**config.mk**
```make
export PLATFORM = sky130hd
export DESIGN_NAME = thermal_guard
export DESIGN_NICKNAME = d
export VERILOG_FILES = /design/src/rtl/thermal_guard_pkg.sv /design/src/rtl/thermal_guard_dp.sv /design/src/rtl/thermal_guard_ctrl.sv /design/src/rtl/thermal_guard.sv
export SDC_FILE = /design/constraint.sdc
export NUM_CORES = 1
export LEC_CHECK = 0
export ABC_AREA = 0
export BUFFER_PORTS_ARGS = -buffer_cell sky130_fd_sc_hd__buf_2
export CORE_UTILIZATION = 25
export DETAILED_ROUTE_END_ITERATION = 8
export PLACE_DENSITY = 0.65
export SYNTH_ARGS = -nofsm -noshare
export SYNTH_HDL_FRONTEND = slang
export SYNTH_SLANG_ARGS = --single-unit
```
**constraint.sdc**
```tcl
create_clock -name clk -period 3 [get_ports clk]
set_input_delay 0.6 -clock clk [delete_from_list [all_inputs] [get_ports clk]]
set_output_delay 0.6 -clock clk [all_outputs]
set_load 0.05 [all_outputs]
```
**src/rtl/thermal_guard_pkg.sv**
```systemverilog
package thermal_guard_pkg;
  typedef enum logic [1:0] {
    ST_RUN     = 2'd0,
    ST_WARMOFF = 2'd1,
    ST_HOTOFF  = 2'd2,
    ST_COOL    = 2'd3
  } guardState_t;

  typedef struct packed {
    logic clrFlags;
  } ctlStrobe_t;
endpackage

```
**src/rtl/thermal_guard_dp.sv**
```systemverilog
module thermal_guard_dp
  import thermal_guard_pkg::*;
#(
  parameter int NUM_SENS = 4
) (
  input  logic                clk,
  input  logic                rst_n,
  input  logic [NUM_SENS-1:0] warmRise,
  input  logic [NUM_SENS-1:0] warmBelowFall,
  input  logic [NUM_SENS-1:0] hotRise,
  input  logic [NUM_SENS-1:0] hotBelowFall,
  input  logic [NUM_SENS-1:0] warmMask,
  input  logic [1:0]          maskEffect,
  input  ctlStrobe_t          strobe,
  output logic                anyHot,
  output logic                anyWarmTrip,
  output logic                coolNow,
  output logic [NUM_SENS-1:0] warmFlag,
  output logic [NUM_SENS-1:0] hotFlag,
  output logic                intReq
);
  logic                maskedRecord;
  logic                maskedSignal;
  logic [NUM_SENS-1:0] tripVec;
  logic [NUM_SENS-1:0] maskedHit;
  logic                allMasked;

  assign maskedRecord = (maskEffect != 2'b00);
  assign maskedSignal = maskEffect[1];
  assign allMasked    = &warmMask;

  genvar gi;
  generate
    for (gi = 0; gi < NUM_SENS; gi++) begin : g_sens
      logic warmSet;
      assign tripVec[gi]   = warmRise[gi] & ~warmMask[gi];
      assign maskedHit[gi] = warmRise[gi] & warmMask[gi];
      assign warmSet       = tripVec[gi] | (maskedHit[gi] & maskedRecord);

      always_ff @(posedge clk or negedge rst_n) begin
        if (!rst_n) begin
          warmFlag[gi] <= 1'b0;
          hotFlag[gi]  <= 1'b0;
        end else begin
          warmFlag[gi] <= (warmFlag[gi] & ~strobe.clrFlags) | warmSet;
          hotFlag[gi]  <= (hotFlag[gi] & ~strobe.clrFlags) | hotRise[gi];
        end
      end

      // hot flag cannot be masked
      a_r3_hot_flag: assert property (@(posedge clk) disable iff (!rst_n)
        hotRise[gi] |=> hotFlag[gi]);
      // masked warm with code 00 leaves no record
      a_r2_masked_quiet: assert property (@(posedge clk) disable iff (!rst_n)
        (maskedHit[gi] && maskEffect == 2'b00) |=> (!warmFlag[gi] || $past(warmFlag[gi])));
    end
  endgenerate

  assign anyHot      = |hotRise;
  assign anyWarmTrip = |tripVec;
  assign coolNow     = allMasked ? (&hotBelowFall) : (&warmBelowFall);

  always_ff @(posedge clk or negedge rst_n) begin
    if (!rst_n) begin
      intReq <= 1'b0;
    end else begin
      intReq <= (intReq & ~strobe.clrFlags) | anyHot | anyWarmTrip
                | ((|maskedHit) & maskedSignal);
    end
  end

  // masked warm with code 01 records but does not interrupt
  a_r2_no_int: assert property (@(posedge clk) disable iff (!rst_n)
    (!anyHot && !anyWarmTrip && maskEffect == 2'b01 && !intReq) |=> !intReq);
endmodule

```
**src/rtl/thermal_guard_ctrl.sv**
```systemverilog
module thermal_guard_ctrl
  import thermal_guard_pkg::*;
(
  input  logic       clk,
  input  logic       rst_n,
  input  logic       anyHot,
  input  logic       anyWarmTrip,
  input  logic       coolNow,
  input  logic       onReqValid,
  input  logic       pwrUpAck,
  output ctlStrobe_t strobe,
  output logic       seqDownReq,
  output logic       immOffReq,
  output logic       restartOk
);
  guardState_t stateQ, stateD;
  logic        ackTaken;

  assign restartOk = (stateQ == ST_COOL) && onReqValid;
  assign ackTaken  = restartOk && pwrUpAck && !anyHot && !anyWarmTrip;

  always_comb begin
    stateD = stateQ;
    unique case (stateQ)
      ST_RUN: begin
        if (anyHot)           stateD = ST_HOTOFF;
        else if (anyWarmTrip) stateD = ST_WARMOFF;
      end
      ST_WARMOFF: begin
        if (anyHot)       stateD = ST_HOTOFF;
        else if (coolNow) stateD = ST_COOL;
      end
      ST_HOTOFF: begin
        if (!anyHot && coolNow) stateD = ST_COOL;
      end
      ST_COOL: begin
        if (anyHot)           stateD = ST_HOTOFF;
        else if (anyWarmTrip) stateD = ST_WARMOFF;
        else if (ackTaken)    stateD = ST_RUN;
      end
      default: stateD = ST_RUN;
    endcase
  end

  always_ff @(posedge clk or negedge rst_n) begin
    if (!rst_n) stateQ <= ST_RUN;
    else        stateQ <= stateD;
  end

  always_comb begin
    strobe          = '0;
    strobe.clrFlags = ackTaken;
  end

  assign seqDownReq = (stateQ == ST_WARMOFF);
  assign immOffReq  = (stateQ == ST_HOTOFF);

  // any hot crossing forces the simultaneous power-off
  a_r3_hot_off: assert property (@(posedge clk) disable iff (!rst_n)
    anyHot |=> immOffReq);
  // hot wins over warm in the same cycle
  a_r4_hot_first: assert property (@(posedge clk) disable iff (!rst_n)
    (anyHot && anyWarmTrip) |=> !seqDownReq);
  // unmasked warm crossing requests sequenced power-down
  a_r1_warm_seq: assert property (@(posedge clk) disable iff (!rst_n)
    (anyWarmTrip && !anyHot && !immOffReq) |=> seqDownReq);
  // accepted acknowledge returns to running
  a_r8_ack_run: assert property (@(posedge clk) disable iff (!rst_n)
    (restartOk && pwrUpAck && !anyHot && !anyWarmTrip) |=> (!restartOk && !seqDownReq && !immOffReq));
  // cooled state is held without acknowledge or new fault
  a_r7_hold: assert property (@(posedge clk) disable iff (!rst_n)
    (stateQ == ST_COOL && !pwrUpAck && !anyHot && !anyWarmTrip) |=> (stateQ == ST_COOL));
endmodule

```
**src/rtl/thermal_guard.sv**
```systemverilog
module thermal_guard
  import thermal_guard_pkg::*;
#(
  parameter int NUM_SENS = 4
) (
  input  logic                clk,
  input  logic                rst_n,
  input  logic [NUM_SENS-1:0] warmRise,
  input  logic [NUM_SENS-1:0] warmBelowFall,
  input  logic [NUM_SENS-1:0] hotRise,
  input  logic [NUM_SENS-1:0] hotBelowFall,
  input  logic [NUM_SENS-1:0] warmMask,
  input  logic [1:0]          maskEffect,
  input  logic                onReqValid,
  input  logic                pwrUpAck,
  output logic                seqDownReq,
  output logic                immOffReq,
  output logic                restartOk,
  output logic [NUM_SENS-1:0] warmFlag,
  output logic [NUM_SENS-1:0] hotFlag,
  output logic                intReq
);
  ctlStrobe_t strobe;
  logic       anyHot;
  logic       anyWarmTrip;
  logic       coolNow;

  thermal_guard_dp #(.NUM_SENS(NUM_SENS)) dp_i (
    .clk          (clk),
    .rst_n        (rst_n),
    .warmRise     (warmRise),
    .warmBelowFall(warmBelowFall),
    .hotRise      (hotRise),
    .hotBelowFall (hotBelowFall),
    .warmMask     (warmMask),
    .maskEffect   (maskEffect),
    .strobe       (strobe),
    .anyHot       (anyHot),
    .anyWarmTrip  (anyWarmTrip),
    .coolNow      (coolNow),
    .warmFlag     (warmFlag),
    .hotFlag      (hotFlag),
    .intReq       (intReq)
  );

  thermal_guard_ctrl ctrl_i (
    .clk        (clk),
    .rst_n      (rst_n),
    .anyHot     (anyHot),
    .anyWarmTrip(anyWarmTrip),
    .coolNow    (coolNow),
    .onReqValid (onReqValid),
    .pwrUpAck   (pwrUpAck),
    .strobe     (strobe),
    .seqDownReq (seqDownReq),
    .immOffReq  (immOffReq),
    .restartOk  (restartOk)
  );
endmodule

```
==> results.json, run 1 <==
{
  "diodes": 0,
  "grt-ovfl-total": 0,
  "cts_tree": "built",
  "path_buf_inv": 1,
  "die_w_um": 48.93,
  "leakagePower_nw": 0.3294,
  "insertion_delay_ns": 0.26,
  "synthSimpleGateAreaFrac_pct": 22.73,
  "status": "complete, no violations",
  "crit-reg2reg-capture": "dp_i.warmFlag[1]$_DFF_PN0_",
  "netlist.area_leader.share_pct": 50.00,
  "worst_slew_pin_slew_ns": 0.4249,
  "cpPeakStageDelay_ns": 0.55,
  "grt_start_max_net_pins": 12,
  "grt_pass1_wl_um": 2270,
  "synth_compound_area_share_pct": 22.73,
  "hold_path_class": "primary input to asynchronous set/reset pin",
  "core_um2": 2022,
  "vias": 569,
  "start_util_pct": 27.23,
  "hold_buffers": 0,
  "path_depth": 4,
  "numCtsBuffers": 3,
  "ctsResizeCount": 0,
  "ys_seq_area_share_pct": 50.00,
  "grt_pass1_vias": 553,
  "layout_common_cells": "buf_2, dfrtp_1, nand2_1, a22o_1, a21o_1",
  "period_share_pct": 62.55,
  "synthMuxAreaShare_pct": 1.818,
  "fin_crit_ns": 1.877,
  "synth_area_per_cell_um2": 10.59,
  "drtIter0Drc": 3,
  "post-route-drc-count": 0,
  "startpoint_type": "primary input",
  "yosysUniqueCellTypes": 23,
  "yosys-top-cells-area": "dfrtp_1, a22o_1, a21o_1, nand2_1, nand2b_1",
  "end_kind": "flip-flop",
  "post-route-util_pct": 38.80,
  "crit_chain": "buf_2 -> or4_4 -> or3_1 -> a22o_1",
  "vias_per_cell": 4.782,
  "antenna_found_initial": 0,
  "ys_ff_latch": 11,
  "routed_wl_um": 1335,
  "synth-xor-area-share_pct": 0,
  "crit_path_max_fanout": 8,
  "slowest_stage": "or4_4",
  "die_area_um2": 2394,
  "power_density_nw_per_um2": 357.3,
  "timing.final.hold_violations": 0,
  "drtAntennaViolNets": 0,
  "clk_pin_slew_ns": 0.07,
  "postSynthCellCount": 52,
  "dp_hpwl_um": 1099,
  "clock_path_buffers": 2,
  "yosys.area.top_type": "dfrtp_1",
  "htreeDepth": 1,
  "max-vdd-ir-drop_mv": 0.1925,
  "synth_top_family_by_area": "compound AO/OA/AOI/OAI gates",
  "final_common_cell": "buf_2",
  "yosys_warnings": 0,
  "syn-num-nets": 78,
  "ff2ff_setup_slack_ns": 1.46,
  "io_pins": 38,
  "drt_first_pass_iters": 2,
  "rsz0062_at_grt": "no",
  "cts_root_buf": "clkbuf_4",
  "max_slew_margin_pct": 71.64,
  "nets": 119,
  "drv_cap": 0,
  "wl_per_cell_um": 11.22,
  "synthAdderAreaFrac_pct": 0,
  "cp_top_family": "simple AND/OR/NAND/NOR gates",
  "setup_viol": 0,
  "crit_start": "hotRise[1]",
  "critPathArrivalTime_ns": 2.03,
  "finalWeightedCongestion": 0.7462,
  "cts_setup_buffers": 0,
  "tns_ns": 0,
  "crit_end": "dp_i.warmFlag[1]$_DFF_PN0_",
  "slew_viol_final": 0,
  "required_ns": 3.15,
  "reg2reg_from": "ctrl_i.stateQ[0]$_DFFE_PN0P_",
  "syn_area_um2": 550.5,
  "fin_worst_skew_ns": 0.001777,
  "rr_worst_depth": 4,
  "worstSetupPathType": "primary input to flip-flop",
  "die_y_um": 48.93,
  "cts_sinks": 11,
  "port_buffers": 37,
  "areaGrowthSynthToFinish_pct": 42.50,
  "drive_above_1_share_pct": 46.74,
  "rows": 16,
  "max_freq_mhz": 532.9,
  "grt_usage_pct": 12.16
}
## how the worst min path moves through the flow
| stage | startpoint | endpoint | slack, ns | cells after the start |
|---|---|---|---|---|
| 3_5_place_dp | dp_i.hotFlag[1]$_DFF_PN0_ | dp_i.hotFlag[1]$_DFF_PN0_ | 0.46 | 1 |
| 2_1_floorplan | rst_n | ctrl_i.stateQ[0]$_DFFE_PN0P_ | 0.30 | 0 |
| 3_3_place_gp | dp_i.warmFlag[3]$_DFF_PN0_ | dp_i.warmFlag[3]$_DFF_PN0_ | 0.46 | 1 |
| 5_1_grt | rst_n | dp_i.hotFlag[2]$_DFF_PN0_ | 0.20 | 1 |
| 4_1_cts | rst_n | dp_i.hotFlag[2]$_DFF_PN0_ | 0.20 | 1 |
| 6_report | rst_n | dp_i.hotFlag[2]$_DFF_PN0_ | 0.19 | 1 |
## per-layer routing
layer  routed length (um)  track usage (%)  vias up
met1                  604            14.59      264
met4                   12            4.412        0
met3                  101            3.115        2
met2                  616            20.83       26
met5                    0                0        -
li1                     -                -      277
## kinds of logic (layout without fill, tap and decap cells)
kind of cell | count (synthesis) | count (layout)
AO/OA/AOI/OAI | 16 | 16
buffers and inverters | 2 | 42
flip-flops | 11 | 11
multiplexers | 1 | 1
AND/OR/NAND/NOR | 22 | 22
## power breakdown
group | switching, mW | internal [mW] | leakage [nW] | total, mW
Sequential | 0.0000793 | 0.148 | 0.101 | 0.148
Combinational | 0.0177 | 0.0172 | 0.213 | 0.0349
Clock | 0.0456 | 0.0514 | 0.0150 | 0.0970
## area by class of cell
| cell class | instances | area, um^2 |
|---|---|---|
| well taps | 27 | 33.78 |
| repair buffers | 37 | 185.2 |
| clock buffers | 4 | 26.28 |
| inverters | 1 | 3.754 |
| fillers | 211 | 1237 |
| flip-flops and latches | 11 | 275.3 |
| multi-input cells | 39 | 260.3 |
## worst register-to-register path, stage by stage, from the launching register on
cell	delay, ns
dfrtp_1	0.42
and3_1	0.19
nand2_1	0.08
or3_1	0.45
a22o_1	0.28
## synthesized netlist by cell type
cell type / instances
a211oi_1: 1
a21o_1: 4
a21o_2: 1
a21oi_1: 1
a221o_2: 1
a22o_1: 5
and3_1: 2
buf_6: 1
dfrtp_1: 11
inv_1: 1
mux2i_1: 1
nand2_1: 5
nand2b_1: 3
nand4_1: 3
nor2_1: 2
nor2b_1: 2
nor3_1: 1
nor3b_1: 1
nor4_1: 1
o2111ai_1: 1
o21ai_0: 2
or3_1: 1
or4_4: 1
## state kept, by name, indices dropped and copies added (netlist names)
signal and count:
dp_i.warmFlag 4, dp_i.intReq 1, ctrl_i.stateQ 2, dp_i.hotFlag 4
## through the flow
step / cells / power, mW / worst slack, ns / hold slack (ns) / area, um^2
after detailed placement: 115 / 0.1864 / 0.8408 / 0.4608 / 758.2
final: 119 / 0.2803 / 1.123 / 0.1890 / 784.5
after global placement: 115 / 0.1859 / 0.8786 / 0.4621 / 758.2
after CTS: 119 / 0.2827 / 1.120 / 0.1970 / 784.5
after global routing: 119 / 0.2943 / 1.066 / 0.2032 / 784.5
after floorplan: 52 / 0.1614 / 1.039 / 0.3044 / 550.5
(Power assumes the default switching activity.)
==> run 2, diff against run 1 <==
--- a/config.mk
+++ b/config.mk
@@ -9,7 +9,7 @@
 export BUFFER_PORTS_ARGS = -buffer_cell sky130_fd_sc_hd__buf_2
 export CORE_UTILIZATION = 25
 export DETAILED_ROUTE_END_ITERATION = 8
-export PLACE_DENSITY = 0.65
+export PLACE_DENSITY = 0.67
 export SYNTH_ARGS = -nofsm -noshare
 export SYNTH_HDL_FRONTEND = slang
 export SYNTH_SLANG_ARGS = --single-unit
==> constraint.sdc (replaced) <==
create_clock -name clk -period 1.5 [get_ports clk]
set_input_delay 0.3 -clock clk [delete_from_list [all_inputs] [get_ports clk]]
set_output_delay 0.3 -clock clk [all_outputs]
set_load 0.05 [all_outputs]
==> run 2 against run 1 <==
Wire length rose by 6.1%. Final cell count rose by 13%. Critical path type is now flip-flop to output port. Critical path depth shrank 1. Clock-buffer cell count is the same. Critical endpoint is now seqDownReq. Clock power grew 100%. First-iteration DRC count rose by 130%. Setup slack worse by 1.0 ns. Sequential power up 100%. Total power grew 110%.
==> results.json, run 2 (synthesis results as in run 1) <==
{
  "reg2reg_from": "ctrl_i.stateQ[0]$_DFFE_PN0P_",
  "rr_worst_depth": 4,
  "grt_start_max_net_pins": 12,
  "vias_per_cell": 4.615,
  "min_from": "hotRise[2]",
  "power_density_nw_per_um2": 628.8,
  "die_y_um": 48.93,
  "worstSetupPathType": "flip-flop to output port",
  "layout_common_cells": "buf_2, buf_4, dfrtp_1",
  "clk_pin_slew_ns": 0.07,
  "min_path_cells": 2,
  "htreeDepth": 1,
  "startpoint_type": "flip-flop",
  "drtAntennaViolNets": 0,
  "vias": 623,
  "grt_usage_pct": 13.07,
  "max_slew_margin_pct": 79.52,
  "final_area_um2": 932.1,
  "finalWeightedCongestion": 0.7529,
  "tns_ns": 0,
  "io_pins": 38,
  "fin_cells": 135,
  "slew_viol_final": 0,
  "drtIter0Drc": 7,
  "required_ns": 1.20,
  "path_common_cell": "buf_4",
  "nets": 135,
  "crit_chain": "buf_4 -> nor2b_2 -> buf_4",
  "cts_root_buf": "clkbuf_4",
  "post-route-drc-count": 0,
  "dpl.cell_count": 130,
  "drt_first_pass_iters": 2,
  "rows": 16,
  "regArea_um2": 275.3,
  "period_share_pct": 94.67,
  "status": "complete, no violations",
  "grt-ovfl-total": 0,
  "final_common_cell": "buf_2",
  "fin_crit_ns": 1.420,
  "diodes": 0,
  "clock_path_buffers": 2,
  "port_buffers": 37,
  "pre_cts_ws_ns": -0.2705,
  "crit_path_max_fanout": 6,
  "leakagePower_nw": 0.4122,
  "dp_hpwl_um": 1213,
  "die_w_um": 48.93,
  "numCtsBuffers": 3,
  "critPathArrivalTime_ns": 1.12,
  "grt_pass1_vias": 588,
  "setup_ws_ns": 0.07988,
  "grt_pass1_wl_um": 2401,
  "worst_slew_pin_slew_ns": 0.3069,
  "fin_worst_skew_ns": 0.001713,
  "hold_ws_ns": 0.2331,
  "insertion_delay_ns": 0.26,
  "end_kind": "output port",
  "routed_wl_um": 1416,
  "hold_path_class": "primary input to flip-flop",
  "drive_above_1_share_pct": 56.48,
  "core_um2": 2022,
  "areaGrowthSynthToFinish_pct": 69.32,
  "multi_input_area_um2": 270.3,
  "rsz0062_at_grt": "no",
  "start_util_pct": 27.23,
  "crit_start": "ctrl_i.stateQ[0]$_DFFE_PN0P_",
  "setup_viol": 0,
  "dpl-instance-area_um2": 873.3,
  "largestRegisters": "dp_i.hotFlag (4), dp_i.warmFlag (4), ctrl_i.stateQ (2)",
  "max_freq_mhz": 704.2,
  "antenna_found_initial": 0,
  "cts_tree": "built",
  "cpPeakStageDelay_ns": 0.37,
  "wl_per_cell_um": 10.49,
  "ff2ff_setup_slack_ns": 0.18,
  "max-vdd-ir-drop_mv": 0.1912,
  "slowest_stage": "dfrtp_1",
  "fillers": 218,
  "cts_sinks": 11,
  "timing.final.hold_violations": 0,
  "drv_cap": 0,
  "die_area_um2": 2394
}
==> run 2: path summary, 6_finish.rpt <==
check                                                to
setup reg to reg             dp_i.warmFlag[2]$_DFF_PN0_
max in group asynchronous     dp_i.hotFlag[3]$_DFF_PN0_
hold reg to reg               dp_i.hotFlag[0]$_DFF_PN0_
setup / recovery                             seqDownReq
min in group asynchronous  ctrl_i.stateQ[0]$_DFFE_PN0P_
hold / removal                dp_i.hotFlag[2]$_DFF_PN0_
==> run 2: worst max-delay path, delay by kind of cell, from the launching register on <==
kind / cells / cell delay [ns]
AND/OR/NAND/NOR: 1 / 0.15
flip-flops: 1 / 0.37
buffers and inverters: 2 / 0.33
==> run 2: cell type report <==
type	instances	share of cell area [%]
clock buffer	4	2.819
inverter	1	0.4027
multi-input combinational	39	28.99
sequential	11	29.53
tap	27	3.624
timing repair buffer	53	34.63
==> run 2: layer usage <==
layer	track usage, %	share of wire, %
met4	8.824	1.3
met3	2.492	4.2
met1	15.70	44
met5	0	0
met2	21.06	50
==> run 2: what timing repair did <==
action,CTS,global route
gates resized for setup,0,10
endpoints found under the hold margin,11,0
endpoints found under the setup margin,0,6
hold buffers,1,0
buffers inserted,0,0
==> run 2: report_power, final <==
| part | switching, mW | internal, mW | total [mW] |
|---|---|---|---|
| combinational | 0.0393 | 0.0561 | 0.0954 |
| clock | 0.0913 | 0.103 | 0.194 |
| sequential | 0.0000463 | 0.297 | 0.297 |
==> run 2: per-stage QoR <==
step,utilization [%],power (mW)
2_1_floorplan,-,0.3227
3_3_place_gp,43.19,0.3944
3_5_place_dp,43.19,0.3966
4_1_cts,44.99,0.5980
5_1_grt,46.10,0.6283
6_report,46.10,0.5861
